--- src/rtl/csa_mult_pkg.sv ---
package csa_mult_pkg;
  // Width of the full product for an operand width n.
  function automatic int prod_width(input int n);
    return 2 * n;
  endfunction

  // Flat index of the cell at row j, column i in an n-wide grid.
  function automatic int cell_idx(input int n, input int j, input int i);
    return j * n + i;
  endfunction
endpackage

--- src/rtl/csa_full_add.sv ---
module csa_full_add (
  input  logic x,
  input  logic y,
  input  logic ci,
  output logic s,
  output logic co
);
  always_comb begin
    s  = x ^ y ^ ci;
    co = (x & y) | (x & ci) | (y & ci);
  end
endmodule

--- src/rtl/csa_pp_cell.sv ---
module csa_pp_cell (
  input  logic a_bit,
  input  logic b_bit,
  input  logic sum_in,
  input  logic carry_in,
  output logic sum_out,
  output logic carry_out
);
  logic pp_bit;

  assign pp_bit = a_bit & b_bit;

  csa_full_add u_fa (
    .x  (pp_bit),
    .y  (sum_in),
    .ci (carry_in),
    .s  (sum_out),
    .co (carry_out)
  );
endmodule

--- src/rtl/csa_cell_array.sv ---
module csa_cell_array #(
  parameter int N = 8
) (
  input  logic [N-1:0] mcand,
  input  logic [N-1:0] mplier,
  output logic [N-1:0] low_bits,
  output logic [N-1:0] last_sum,
  output logic [N-1:0] last_carry
);
  import csa_mult_pkg::*;

  localparam int CELLS = N * N;

  logic [CELLS-1:0] s_flat;
  logic [CELLS-1:0] c_flat;

  for (genvar j = 0; j < N; j++) begin : g_row
    for (genvar i = 0; i < N; i++) begin : g_col
      logic sin;
      logic cin;
      if (j == 0) begin : g_first
        assign sin = 1'b0;
        assign cin = 1'b0;
      end else begin : g_inner
        if (i == N - 1) begin : g_top
          assign sin = 1'b0;
        end else begin : g_mid
          assign sin = s_flat[cell_idx(N, j - 1, i + 1)];
        end
        assign cin = c_flat[cell_idx(N, j - 1, i)];
      end

      csa_pp_cell u_cell (
        .a_bit     (mcand[i]),
        .b_bit     (mplier[j]),
        .sum_in    (sin),
        .carry_in  (cin),
        .sum_out   (s_flat[cell_idx(N, j, i)]),
        .carry_out (c_flat[cell_idx(N, j, i)])
      );
    end
    assign low_bits[j] = s_flat[cell_idx(N, j, 0)];
  end

  assign last_sum   = s_flat[CELLS-1 -: N];
  assign last_carry = c_flat[CELLS-1 -: N];
endmodule

--- src/rtl/csa_ripple_add.sv ---
module csa_ripple_add #(
  parameter int W = 8
) (
  input  logic [W-1:0] x,
  input  logic [W-1:0] y,
  output logic [W-1:0] s
);
  logic [W-1:0] c;

  assign c[0] = 1'b0;

  for (genvar i = 0; i < W - 1; i++) begin : g_bit
    csa_full_add u_fa (
      .x  (x[i]),
      .y  (y[i]),
      .ci (c[i]),
      .s  (s[i]),
      .co (c[i+1])
    );
  end

  // Top bit: the product fits in 2N bits, so its carry-out is never needed.
  assign s[W-1] = x[W-1] ^ y[W-1] ^ c[W-1];
endmodule

--- src/rtl/csa_array_mult.sv ---
module csa_array_mult #(
  parameter int N = 8
) (
  input  logic                 clk,
  input  logic                 rst,
  input  logic [N-1:0]         mcand,
  input  logic [N-1:0]         mplier,
  output logic [2*N-1:0]       product
);
  import csa_mult_pkg::*;

  localparam int PW = prod_width(N);

  logic [N-1:0]  low_bits;
  logic [N-1:0]  last_sum;
  logic [N-1:0]  last_carry;
  logic [N-1:0]  high_bits;
  logic [PW-1:0] prod_comb;

  csa_cell_array #(.N(N)) u_array (
    .mcand      (mcand),
    .mplier     (mplier),
    .low_bits   (low_bits),
    .last_sum   (last_sum),
    .last_carry (last_carry)
  );

  // Sum bit 0 of the last row is already product bit N-1, so the rest shift down.
  csa_ripple_add #(.W(N)) u_final (
    .x (({1'b0, last_sum} >> 1)),
    .y (last_carry),
    .s (high_bits)
  );

  assign prod_comb = {high_bits, low_bits};

  always_ff @(posedge clk) begin
    if (rst) begin
      product <= '0;
    end else begin
      product <= prod_comb;
    end
  end
endmodule

--- config.mk ---
export PLATFORM = sky130hd
export DESIGN_NAME = csa_array_mult
export DESIGN_NICKNAME = d
export VERILOG_FILES = /design/src/rtl/csa_mult_pkg.sv /design/src/rtl/csa_full_add.sv /design/src/rtl/csa_pp_cell.sv /design/src/rtl/csa_cell_array.sv /design/src/rtl/csa_ripple_add.sv /design/src/rtl/csa_array_mult.sv
export SDC_FILE = /design/constraint.sdc
export NUM_CORES = 1
export LEC_CHECK = 0
export CAP_MARGIN = 5
export CORE_UTILIZATION = 50
export CTS_CLUSTER_DIAMETER = 150
export DETAILED_ROUTE_END_ITERATION = 7
export DONT_BUFFER_PORTS = 1
export SYNTH_ARGS = -nofsm -noshare
export SYNTH_HDL_FRONTEND = slang
export SYNTH_SLANG_ARGS = --single-unit
--- constraint.sdc ---
create_clock -name clk -period 17.1 [get_ports clk]
set_clock_uncertainty 0.15 [all_clocks]
set_input_delay 1.71 -clock clk [delete_from_list [all_inputs] [get_ports clk]]
set_output_delay 1.71 -clock clk [all_outputs]
set_load 0.005 [all_outputs]
==> results.cfg <==
[run_status]
status = complete, no violations

[die]
ios = 34
die_w_um = 64.8
coreArea_um2 = 3720
die-height_um = 64.8
rows = 22
die-area_um2 = 4200
initial_core_util_pct = 53.1

[layout]
drive_gt1_share_pct = 8.70
area_delta_synth_final_pct = 5.27
diodes = 0
largest_reg_flops = 16
stdcell_area_um2 = 2080
finalNetCount = 259
reg_top3 = product (16)
top_register = product

[pwr]
ir_worst_vdd_uv = 41.5
power_density_nw_per_um2 = 98.5
p_leak_nw = 0.994

[routing]
top_layer_used = met4
route.met2.wl_um = 1470
first_pass_iters = 4
drc = 0
post_drt_wl_per_cell_um = 12.1
drtAntennaViolNets = 0
via_per_inst = 4.95
vias = 1149
drt-initial-drc-count = 15
drt_wl_total_um = 2810
wl_met3_um = 152
wl_met1_um = 1160

[timing]
fin_tns_setup_ns = 0
timing.fmax_ghz = 0.126
grt_setup_unrepaired = false
tightest_slew_ns = 0.103
hold_violations = 0
timing.slew.headroom_pct = 93.1
finalCritPeriodShare_pct = 46.2
drv_slew = 0
min_period_ns = 7.91
setup_viol = 0

[clock_network]
cts_buffer_depth = 2
ctsHoldBuffers = 0
h-tree-depth = 1
cts-root-buf = clkbuf_8
clkTransAtPathRegs_ns = 0.07
cts_setup_buffers = 0
post_cts_resized = 0
cts_tree = built
cts_sinks = 16
cts_made_buffers = 3

[place]
dp.final_hpwl_um = 2620
placed_cell_area_um2 = 2020
numPortBuffers = 0
gp_congestion = 0.726

[worst_setup_path]
slowest_stage = fa_1
critPathLaunch = mplier[1]
cp_cell_sequence = and2_1 -> ha_1 -> inv_1 -> fa_1 -> inv_1 -> fa_1 -> fa_1 -> fa_1 -> fa_1 -> inv_1 -> fa_1 -> inv_1 -> ha_1 -> fa_1 -> fa_1 -> fa_1 -> fa_1 -> fa_1 -> fa_1 -> and2b_2
cp_common_cell = fa_1
arrival_ns = 7.90
worstSetupPathType = in2reg
critPathMaxFanout = 8
cp_slowest_stage_delay_ns = 0.52
start_kind = input port
required_ns = 17.09
cp-end-kind = flop

[yosys]
synth_cells = 181
async_flop_share_pct = 0
yosys_warnings = 0
synth.area.top_cells = fa_1 (49%), dfxtp_1 (16%), and2_1 (14%), inv_1 (5.5%), ha_1 (5.1%)
synth_edf_count = 0
ys.flop_type = dfxtp_1
synth_top_area_share_pct = 48.7
ys_seq_elements = 16
syn_area_um2 = 1970
yosys.cell_count.top_type = fa_1
synth_top_area_cell = fa_1
avgSynthCellArea_um2 = 10.9
yosysSeqAreaShare_pct = 16.2
synthesis.nets = 255
synthTopCellsByCount = fa_1 (48), and2_1 (45), inv_1 (29)
synth.distinct_cells = 11

[run]
cap_violations = 0

[grt]
grt_pass1_wl_um = 4830
grt_pass1_vias = 1148
grt_max_degree = 17
overflow = 0
antenna_found_initial = 0
grt_use_total_pct = 15.0

[min_path]
hold_path.class = in2reg
hold_start = rst
-- cell type report --
class / instances / area, um2
fill: 337 / 1640
multi-input combinational: 135 / 1530
sequential: 16 / 320
inverter: 29 / 109
tap: 48 / 60.1
clock buffer: 4 / 55.1
-- metal layers --
layer / track usage [%] / vias up
met4: 4.17 / 0
li1: - / 527
met1: 17.6 / 592
met3: 4.05 / 2
met2: 26.6 / 28
met5: 0 / -
-- where the power goes --
group	switching [mW]	internal, mW	leakage [nW]
Clock	0.0124	0.0204	0.0288
Sequential	0.00492	0.0497	0.133
Combinational	0.0559	0.0612	0.832
-- critical path, delay by kind of cell --
| kind | cells | cell delay [ns] |
|---|---|---|
| buffers and inverters | 4 | 0.19 |
| adders and majority gates | 14 | 5.65 |
| and+or+nand+nor | 2 | 0.35 |
-- final timing paths --
| kind | end | slack [ns] | cells past startpoint |
|---|---|---|---|
| worst max-delay path | product[15] | 9.19 | 20 |
| worst min-delay path | product[14] | 1.37 | 1 |
-- cell families after synthesis --
group,Yosys count,share of synthesized area [%]
buffers and inverters,30,6.09
DFF,16,16.2
and+or+nand+nor,79,23.9
adders and majority gates,56,53.8
-- layout by cell type, fill, tap and decap left out --
cell type and instances:
dfxtp_1 16, and3b_2 1, and2b_2 5, and2_1 45, fa_1 48, inv_1 29
ha_1 8, nand2_1 18, clkbuf_8 4, nor2b_2 6, nor2_1 4
-- per-stage QoR --
stage                     hold slack, ns  utilization, %  worst slack, ns  power, mW  cells
after floorplan                     1.74               -             9.08      0.156    181
after global placement              1.63            54.4             8.94      0.176    228
after detailed placement            1.63            54.4             8.89      0.178    228
after CTS                           1.36            55.9             9.15      0.212    232
after global routing                1.35            55.9             9.00      0.231    232
final                               1.37            55.9             9.19      0.205    232
Note: power is estimated with default switching activity, not from simulation.
